$ cat src/rtl/fbx_pkg.sv
package fbx_pkg;

  localparam logic [2:0] PF_RGBA8  = 3'd0;
  localparam logic [2:0] PF_RGB8   = 3'd1;
  localparam logic [2:0] PF_RGB5A1 = 3'd2;
  localparam logic [2:0] PF_RGBA4  = 3'd3;

  typedef struct packed {
    logic [7:0] r;
    logic [7:0] g;
    logic [7:0] b;
    logic [7:0] a;
  } rgba_t;

  typedef enum logic [2:0] {
    ST_IDLE  = 3'd0,
    ST_RREQ  = 3'd1,
    ST_RWAIT = 3'd2,
    ST_WRITE = 3'd3,
    ST_FIN   = 3'd4
  } xfer_state_e;

  // Bytes consumed per source pixel; unknown codes step by 4.
  function automatic logic [2:0] src_pix_bytes(input logic [2:0] f);
    case (f)
      PF_RGB8:              return 3'd3;
      PF_RGB5A1, PF_RGBA4:  return 3'd2;
      default:              return 3'd4;
    endcase
  endfunction

  // Bytes produced per destination pixel; zero marks an unsupported code.
  function automatic logic [2:0] dst_pix_bytes(input logic [2:0] f);
    case (f)
      PF_RGBA8:             return 3'd4;
      PF_RGB8:              return 3'd3;
      PF_RGB5A1, PF_RGBA4:  return 3'd2;
      default:              return 3'd0;
    endcase
  endfunction

  function automatic logic [7:0] widen5(input logic [4:0] v);
    return {v, v[4:2]};
  endfunction

  function automatic logic [7:0] widen4(input logic [3:0] v);
    return {v, v};
  endfunction

endpackage

$ cat src/rtl/fbx_unpack.sv
module fbx_unpack
  import fbx_pkg::*;
(
  input  logic [2:0]  fmt,
  input  logic [31:0] raw,
  output rgba_t       px
);
  logic [15:0] half;
  assign half = raw[15:0];

  always_comb begin
    px = '0;
    case (fmt)
      PF_RGBA8: begin
        px.a = raw[7:0];
        px.b = raw[15:8];
        px.g = raw[23:16];
        px.r = raw[31:24];
      end
      PF_RGB8: begin
        px.b = raw[7:0];
        px.g = raw[15:8];
        px.r = raw[23:16];
        px.a = 8'hFF;
      end
      PF_RGB5A1: begin
        px.r = widen5(half[15:11]);
        px.g = widen5(half[10:6]);
        px.b = widen5(half[5:1]);
        px.a = {8{half[0]}};
      end
      PF_RGBA4: begin
        px.r = widen4(half[15:12]);
        px.g = widen4(half[11:8]);
        px.b = widen4(half[7:4]);
        px.a = widen4(half[3:0]);
      end
      default: px = '0;
    endcase
  end
endmodule

$ cat src/rtl/fbx_pack.sv
module fbx_pack
  import fbx_pkg::*;
(
  input  logic [2:0]  fmt,
  input  rgba_t       px,
  output logic [31:0] word,
  output logic [2:0]  nbytes
);
  always_comb begin
    word   = '0;
    nbytes = dst_pix_bytes(fmt);
    case (fmt)
      PF_RGBA8:  word = {px.r, px.g, px.b, px.a};
      PF_RGB8:   word = {8'h00, px.r, px.g, px.b};
      PF_RGB5A1: word = {16'h0000, px.r[7:3], px.g[7:3], px.b[7:3], px.a[7]};
      PF_RGBA4:  word = {16'h0000, px.r[7:4], px.g[7:4], px.b[7:4], px.a[7:4]};
      default:   word = '0;
    endcase
  end
endmodule

$ cat src/rtl/fbx_walker.sv
module fbx_walker #(
  parameter int ADDR_W = 32,
  parameter int DIM_W  = 12
) (
  input  logic              clk,
  input  logic              rst_n,
  input  logic              load,
  input  logic              advance,
  input  logic [ADDR_W-1:0] src_addr,
  input  logic [ADDR_W-1:0] dst_addr,
  input  logic [DIM_W-1:0]  src_width,
  input  logic [DIM_W-1:0]  eff_width,
  input  logic [DIM_W-1:0]  height,
  input  logic [2:0]        src_bytes,
  input  logic [2:0]        dst_bytes,
  input  logic              halve,
  output logic [ADDR_W-1:0] src_ptr,
  output logic [ADDR_W-1:0] dst_ptr,
  output logic              last_pix
);
  logic [ADDR_W-1:0] row_base, pitch_q, sstep_q, dstep_q;
  logic [DIM_W-1:0]  x_q, y_q, w_q, h_q;
  logic [ADDR_W-1:0] w_ext, pitch_d, next_row;
  logic              row_end;

  // Row pitch by shift-add: pixel sizes are 2, 3 or 4 bytes.
  assign w_ext = ADDR_W'(src_width);
  always_comb begin
    case (src_bytes)
      3'd2:    pitch_d = w_ext << 1;
      3'd3:    pitch_d = (w_ext << 1) + w_ext;
      default: pitch_d = w_ext << 2;
    endcase
  end

  assign row_end  = (x_q == w_q - DIM_W'(1));
  assign last_pix = row_end && (y_q == h_q - DIM_W'(1));
  assign next_row = row_base + pitch_q;

  always_ff @(posedge clk) begin
    if (!rst_n) begin
      x_q      <= '0;
      y_q      <= '0;
      w_q      <= '0;
      h_q      <= '0;
      row_base <= '0;
      pitch_q  <= '0;
      sstep_q  <= '0;
      dstep_q  <= '0;
      src_ptr  <= '0;
      dst_ptr  <= '0;
    end else if (load) begin
      x_q      <= '0;
      y_q      <= '0;
      w_q      <= eff_width;
      h_q      <= height;
      row_base <= src_addr;
      src_ptr  <= src_addr;
      dst_ptr  <= dst_addr;
      pitch_q  <= pitch_d;
      sstep_q  <= ADDR_W'(src_bytes) << halve;
      dstep_q  <= ADDR_W'(dst_bytes);
    end else if (advance) begin
      dst_ptr <= dst_ptr + dstep_q;
      if (row_end) begin
        x_q      <= '0;
        y_q      <= y_q + DIM_W'(1);
        row_base <= next_row;
        src_ptr  <= next_row;
      end else begin
        x_q     <= x_q + DIM_W'(1);
        src_ptr <= src_ptr + sstep_q;
      end
    end
  end
endmodule

$ cat src/rtl/fbx_xfer.sv
module fbx_xfer
  import fbx_pkg::*;
#(
  parameter int ADDR_W = 32,
  parameter int DIM_W  = 12
) (
  input  logic              clk,
  input  logic              rst_n,
  input  logic              start,
  input  logic [ADDR_W-1:0] cfg_src_addr,
  input  logic [ADDR_W-1:0] cfg_dst_addr,
  input  logic [DIM_W-1:0]  cfg_src_width,
  input  logic [DIM_W-1:0]  cfg_dst_width,
  input  logic [DIM_W-1:0]  cfg_height,
  input  logic [2:0]        cfg_src_fmt,
  input  logic [2:0]        cfg_dst_fmt,
  input  logic              cfg_halve,
  output logic              busy,
  output logic              done_irq,
  output logic              rd_req_valid,
  input  logic              rd_req_ready,
  output logic [ADDR_W-1:0] rd_req_addr,
  input  logic              rd_rsp_valid,
  input  logic [31:0]       rd_rsp_data,
  output logic              wr_valid,
  input  logic              wr_ready,
  output logic [ADDR_W-1:0] wr_addr,
  output logic [31:0]       wr_data,
  output logic [2:0]        wr_bytes
);
  xfer_state_e       state_q;
  logic [2:0]        src_fmt_q, dst_fmt_q;
  logic [DIM_W-1:0]  eff_w;
  logic              empty, load, advance, last_pix, dst_ok;
  logic [ADDR_W-1:0] src_ptr, dst_ptr;
  rgba_t             pix;
  logic [31:0]       packed_word, data_q;
  logic [2:0]        packed_bytes, bytes_q;

  assign eff_w  = cfg_halve ? (cfg_dst_width >> 1) : cfg_dst_width;
  assign empty  = (eff_w == '0) || (cfg_height == '0);
  assign load   = (state_q == ST_IDLE) && start;
  assign dst_ok = (dst_pix_bytes(dst_fmt_q) != 3'd0);
  assign advance = ((state_q == ST_WRITE) && wr_ready) ||
                   ((state_q == ST_RWAIT) && rd_rsp_valid && !dst_ok);

  fbx_walker #(.ADDR_W(ADDR_W), .DIM_W(DIM_W)) u_walk (
    .clk       (clk),
    .rst_n     (rst_n),
    .load      (load),
    .advance   (advance),
    .src_addr  (cfg_src_addr),
    .dst_addr  (cfg_dst_addr),
    .src_width (cfg_src_width),
    .eff_width (eff_w),
    .height    (cfg_height),
    .src_bytes (src_pix_bytes(cfg_src_fmt)),
    .dst_bytes (dst_pix_bytes(cfg_dst_fmt)),
    .halve     (cfg_halve),
    .src_ptr   (src_ptr),
    .dst_ptr   (dst_ptr),
    .last_pix  (last_pix)
  );

  fbx_unpack u_unpack (
    .fmt (src_fmt_q),
    .raw (rd_rsp_data),
    .px  (pix)
  );

  fbx_pack u_pack (
    .fmt    (dst_fmt_q),
    .px     (pix),
    .word   (packed_word),
    .nbytes (packed_bytes)
  );

  always_ff @(posedge clk) begin
    if (!rst_n) begin
      state_q   <= ST_IDLE;
      src_fmt_q <= '0;
      dst_fmt_q <= '0;
      data_q    <= '0;
      bytes_q   <= '0;
    end else begin
      case (state_q)
        ST_IDLE: if (start) begin
          src_fmt_q <= cfg_src_fmt;
          dst_fmt_q <= cfg_dst_fmt;
          state_q   <= empty ? ST_FIN : ST_RREQ;
        end
        ST_RREQ: if (rd_req_ready) state_q <= ST_RWAIT;
        ST_RWAIT: if (rd_rsp_valid) begin
          data_q  <= packed_word;
          bytes_q <= packed_bytes;
          if (dst_ok)        state_q <= ST_WRITE;
          else if (last_pix) state_q <= ST_FIN;
          else               state_q <= ST_RREQ;
        end
        ST_WRITE: if (wr_ready) state_q <= last_pix ? ST_FIN : ST_RREQ;
        ST_FIN:  state_q <= ST_IDLE;
        default: state_q <= ST_IDLE;
      endcase
    end
  end

  assign busy         = (state_q != ST_IDLE);
  assign done_irq     = (state_q == ST_FIN);
  assign rd_req_valid = (state_q == ST_RREQ);
  assign rd_req_addr  = src_ptr;
  assign wr_valid     = (state_q == ST_WRITE);
  assign wr_addr      = dst_ptr;
  assign wr_data      = data_q;
  assign wr_bytes     = bytes_q;
endmodule

$ cat config.mk
export PLATFORM = sky130hd
export DESIGN_NAME = fbx_xfer
export DESIGN_NICKNAME = d
export VERILOG_FILES = /design/src/rtl/fbx_pkg.sv /design/src/rtl/fbx_unpack.sv /design/src/rtl/fbx_pack.sv /design/src/rtl/fbx_walker.sv /design/src/rtl/fbx_xfer.sv
export SDC_FILE = /design/constraint.sdc
export NUM_CORES = 1
export LEC_CHECK = 0
export ABC_AREA = 1
export BUFFER_PORTS_ARGS = -buffer_cell sky130_fd_sc_hd__buf_4
export CORE_MARGIN = 2
export CORE_UTILIZATION = 54
export DETAILED_ROUTE_END_ITERATION = 8
export GPL_ROUTABILITY_DRIVEN = 0
export PLACE_DENSITY = 0.79
export SLEW_MARGIN = 20
export SYNTH_ARGS = -nofsm -noshare
export SYNTH_HDL_FRONTEND = slang
export SYNTH_HIERARCHICAL = 1
export SYNTH_SLANG_ARGS = --single-unit
$ cat constraint.sdc
create_clock -name clk -period 4.7 [get_ports clk]
set_input_delay 0.235 -clock clk [delete_from_list [all_inputs] [get_ports clk]]
set_output_delay 0.235 -clock clk [all_outputs]
set_load 0.02 [all_outputs]
Word level (Yosys, flattened, before mapping):

Cells that the tools add are included.
W data, S select, Z words.

* add/subtract/negate cells: 8
* equality and inequality tests: 24
* shifts and indexed selects: 1
* muxes and demuxes: 24
* bitwise operators: 1
* reduce and logical (&&, ||, !) cells: 27

Operators with widths (number)
* $mux W32: 8
* $pmux W32 S4: 2
* $add A32 B32 Y32: 2
* $eq A3 B2 Y1 const B: 12
* $add A32 B3 Y32: 1
* $shl A3 B1 Y32: 1
* $pmux W14 S2: 1
* $add A12 B1 Y12 const B: 2
* $eq A12 B12 Y1: 2
* $logic_not A12 Y1: 2
* $mux W12: 2
* $sub A12 B1 Y12 const B: 2
* $mux W3: 7
* $pmux W3 S3: 2
* $eq A3 B1 Y1 const B: 5
* $add A13 B12 Y14: 1
* $logic_not A3 Y1: 4
* $pmux W3 S4: 1
* $reduce_and A2 Y1: 4
* $reduce_or A2 Y1: 4
* $pmux W3 S2: 1
* $reduce_bool A3 Y1: 2
* $logic_and A1 B1 Y1: 5
* $ne A2 B1 Y1 const B: 2
* 7 further kinds: 10

* register bits: 255
* input bits: 145
* output and inout port bits: 103
* word-level logic and storage cells: 100

Logic depth before layout (Yosys ltp):

* depth after elaboration: 9
* mapped depth: 19
* depth with buffers taken out: 19

Modules after synthesis:

Netlist, hierarchy kept.

Modules (own cells, without submodules)
* fbx_walker: times used 1, cells each 1939, area each 12151.7 µm², sequential area each 3303.2 µm²
* fbx_xfer: times used 1, cells each 302, area each 2115.8 µm², sequential area each 880.8 µm²
* fbx_unpack: times used 1, cells each 213, area each 963.4 µm², sequential area each 0.0 µm²
* fbx_pack: times used 1, cells each 170, area each 726.9 µm², sequential area each 0.0 µm²

Worst setup path after synthesis:

OpenSTA, ideal clock, no wires.

* path type: reg-to-reg
* start point: reg state_q[1]
* end point: reg u_walk.x_q[11]
* setup time: 0.114 ns
* data arrival time: 2.401 ns
* data required time: 4.586 ns
* setup slack: 2.184 ns
* stages on the path, launching flop included: 16
* buffers on the path: 2
* clock period less this slack: 2.516 ns
* cell sequence: dfxtp_1 -> nand2_1 -> nor2_2 -> inv_4 -> nor2_8 -> inv_4 -> buf_6 -> o21ai_2 -> buf_2 -> inv_1 -> nor4_1 -> nand4_1 -> nor2_1 -> nand2_1 -> xor2_1 -> nor2_1

* word-level cells in the longest chain between the ends: 4
* elaborated cells on any way between the ends: 9
* classes of those cells: eq/ne (2); reduce/logical (7)

Ends and longest elaborated chain
* from (decl): RTL line fbx_xfer.sv:31 `xfer_state_e state_q;`
* from (signal assigned): RTL line fbx_xfer.sv:90 `state_q <= empty ? ST_FIN : ST_RREQ;`
* from (signal assigned): RTL line fbx_xfer.sv:100 `ST_WRITE: if (wr_ready) state_q <= last_pix ? ST_FIN : ST_RREQ;`
* $eq A3 B2 Y1: RTL line fbx_xfer.sv:45 `((state_q == ST_RWAIT) && rd_rsp_valid && !dst_ok);`
* $logic_and A1 B1 Y1 (2 in a row): RTL line fbx_xfer.sv:45
* $logic_or A1 B1 Y1 *: RTL line fbx_xfer.sv:44 `assign advance = ((state_q == ST_WRITE) && wr_ready) ||`
* named net advance: RTL line fbx_xfer.sv:34 `logic empty, load, advance, last_pix, dst_ok;`
* to (signal assigned): RTL line fbx_walker.sv:71 `x_q <= x_q + DIM_W'(1);`
* to (decl): RTL line fbx_walker.sv:22 `logic [DIM_W-1:0] x_q, y_q, w_q, h_q;`

Mark *: on every way through the listed nets, which the timed path passes. The rest lies on a longest branch.
A chain may end at the register's enable or synchronous reset.

Worst setup path in the final report:

* start point: reg state_q[1]
* end point: reg u_walk.src_ptr[27]

* word-level cells in the longest chain between the ends: 5
* elaborated cells on any way between the ends: 10
* classes of those cells: eq/ne (2); mux (1); reduce/logical (7)

Ends and longest elaborated chain
* $eq A3 B2 Y1: RTL line fbx_xfer.sv:45
* $logic_and A1 B1 Y1 (2 in a row): RTL line fbx_xfer.sv:45
* $logic_or A1 B1 Y1 *: RTL line fbx_xfer.sv:44
* named net advance: RTL line fbx_xfer.sv:34
* $reduce_bool A2 Y1 (no line) *
* to (signal assigned): RTL line fbx_walker.sv:58 `src_ptr <= src_addr;`
* to (signal assigned): RTL line fbx_walker.sv:69 `src_ptr <= next_row;`
* to (signal assigned): RTL line fbx_walker.sv:72 `src_ptr <= src_ptr + sstep_q;`
* to (decl): RTL line fbx_walker.sv:17 `output logic [ADDR_W-1:0] src_ptr,`

Marks and branches as above.

==> impl_results.md <==
* Cell variety after synth at 55
* Die Wd at 176 um
* Post-Route WL at 52.1 mm
* Detailed placement HPWL at 38.6 mm
* Worst hold path class: in -> reg
* Mapped Cells at 2,624
* Root Buffer: clkbuf_16
* Area growth, synth to finish at 19.6%
* FMAX at 281 MHz
* Max-slew violation count at 0
* RSZ-0062 raised after global routing: no
* Largest net degree at the start of global routing at 71
* Vias in the first global route at 16.9k
* Clk_lat worst skew at 0.53 ns
* Most frequent cell after synthesis: nand2_1
* # DRC at 0
* Initial antenna violation count at 0
* #FFs+latches synth at 209
* Num CTS Buffers at 25
* Die area at 30,900 sq um
* Slew @ Worst Pin at 0.868 ns
* # IOs at 248
* Final setup TNS at 0 ns
* Top FF cell, synth: dfxtp_1
* Relative slew slack at 0.420
* Fillers at 2,621
* Setup bufs post-CTS at 0
* Nets at 3,041
* GRT Overall Usage at 0.328
* Vias at 18.2k
* Worst-path fanout max at 36
* Syn Nets at 2,810
* Max-cap violation count at 0
* Min Clock Period, post-route at 3.56 ns
* Syn Area/Cell at 6.08 sq um
* Antenna viol nets, final at 0
* CORE AREA at 28,900 sq um
* N_diodes at 0
* Crit end category: register
* Synth area leaders: dfxtp_1 (26%), nand2_1 (17%), inv_1 (8.2%)
* Final hold vios at 0
* First-pass GRT wire length at 83.8 mm
* Setup violators final at 0
* TritonCTS clock tree: done
* Mapped cell area at 16,000 sq um
* Share of cells above drive strength 1 at 0.142
* Die Height at 176 um
* Pre-Repair DR Iteration Count at 6
* Final std cells w/o fill at 3,253
* Area leader, netlist: dfxtp_1
* CP Data Required Time at 5.16 ns
* Tcrit/Tclk final at 0.758
* Post-place instance area at 17,900 sq um
* Post-synth EDFFs at 0
* H-tree Lvls at 1
* Clock sinks at 209
* Leak Pwr at 9.13 nW
* Fin area at 19,100 sq um
* Crit path kind: reg -> reg
* Iter 0 DRT Violations at 2,077
* Overflow after GRT at 0
* # port buffers at 247
* Status: finished clean
* Synth top area share at 0.262
* Clock transition at path regs at 0.06 ns
* Post-synth ARST share at 0
* CP arrival at 4.02 ns
* Clock skew at 0.0103 ns
* Wire length per cell at 16.0 um
* Placed Instances at 3,173
* Sequential fraction of the synthesis area at 0.262
* Power per standard cell area at 460 nW/um^2
* Commonest cells post-synth: nand2_1 (727), inv_1 (348), nor2_1 (299)
* Via/cell ratio at 5.59
* Max VDD drop at 0.319 mV
* CP startpoint kind: register
* Max Root-Sink Buffers at 3
* Synth warnings at 6
* Initial Utilization at 0.552
* Core Rows at 62
final cells by class:
type / count / area (sq um) / area share
Clock buffer: 34 / 719 / 0.0377
Clock inverter: 7 / 88.8 / 0.00465
Inverter: 368 / 1390 / 0.0727
Multi-Input combinational cell: 1954 / 9900 / 0.519
Sequential cell: 209 / 4180 / 0.219
Tap cell: 384 / 480 / 0.0252
Timing Repair Buffer: 297 / 2330 / 0.122
stage by stage:
step	power, mW	util	hold WS (ns)	setup slack (ns)
floorplan	5.54	-	0.348	2.18
global placement	6.65	0.618	0.450	1.29
detailed placement	6.74	0.618	0.458	1.17
CTS	8.72	0.659	0.000401	1.16
global route	9.36	0.660	0.00456	0.872
finish	8.78	0.660	0.0102	1.14
metal layers:
| metal | GRT usage | vias up | wire length [um] |
|---|---|---|---|
| met3 | 0.0468 | 138 | 4760 |
| li1 | - | 8835 | - |
| met4 | 0.128 | 0 | 2010 |
| met5 | 0 | - | 0 |
| met1 | 0.439 | 8261 | 22000 |
| met2 | 0.533 | 947 | 23400 |
what timing repair did:
| item | CTS | global route |
|---|---|---|
| endpoints found under the hold margin | 38 | 1 |
| resized for setup | 0 | 0 |
| hold buffers | 38 | 1 |
cells by family after synthesis:
logic type	share of synthesized area
fa+ha+maj	0.0340
compound gates	0.131
flops	0.262
simple gates	0.398
xor+xnor	0.0565
buf+inv	0.118
critical path: stages (launching register included):
cell and delay, ns:
dfxtp_1 0.43, nand2_1 0.14, nor2_2 0.19, inv_4 0.07, nor2_8 0.41, inv_4 0.32
o21ai_2 0.26, inv_1 0.28, nor2_4 0.63, buf_4 0.45, nand3_1 0.13, a21oi_1 0.14
sequential cells by signal, summed over array words and instances (netlist names):
register / count
u_walk/dst_ptr: 32
u_walk/row_base: 32
u_walk/src_ptr: 32
wr_data: 32
u_walk/pitch_q: 14
u_walk/h_q: 12
u_walk/w_q: 12
u_walk/x_q: 12
u_walk/y_q: 12
u_walk/sstep_q: 4
dst_fmt_q: 3
src_fmt_q: 3
state_q: 3
u_walk/dstep_q: 3
wr_bytes: 3
path summary, 6_finish.rpt:
check,from,to,slack [ns],depth (start not counted)
worst max-delay path,state_q[1],u_walk/src_ptr[27],1.14,11
worst max register to register,state_q[1],u_walk/src_ptr[27],1.14,11
worst min-delay path,cfg_dst_addr[25],u_walk/dst_ptr[25],0.01,3
worst min register to register,u_walk/row_base[31],u_walk/row_base[31],0.47,2
cells in the final DEF, fill, tap and decap left out, types with 33 or more instances in the layout:
cell / Yosys / routed
a21oi_1: 100 / 100
dfxtp_1: 209 / 209
buf_4: 10 / 258
dlygate4sd3_1: 0 / 39
o21ai_1: 37 / 37
o21ai_0: 116 / 116
nand3_1: 227 / 227
nor2_2: 40 / 41
nand4_1: 34 / 34
xnor2_1: 33 / 33
nand2_1: 727 / 727
xor2_1: 70 / 70
nor3_1: 52 / 52
nor2_1: 299 / 296
inv_1: 348 / 347
ha_1: 37 / 37
power by group:
group	total, mW	internal, mW	switching, mW
registers	2.61	2.14	0.467
clock network	1.94	1.17	0.773
logic	4.23	1.45	2.78
total	8.78	4.76	4.02
Note: power is estimated with default switching activity, not from simulation.
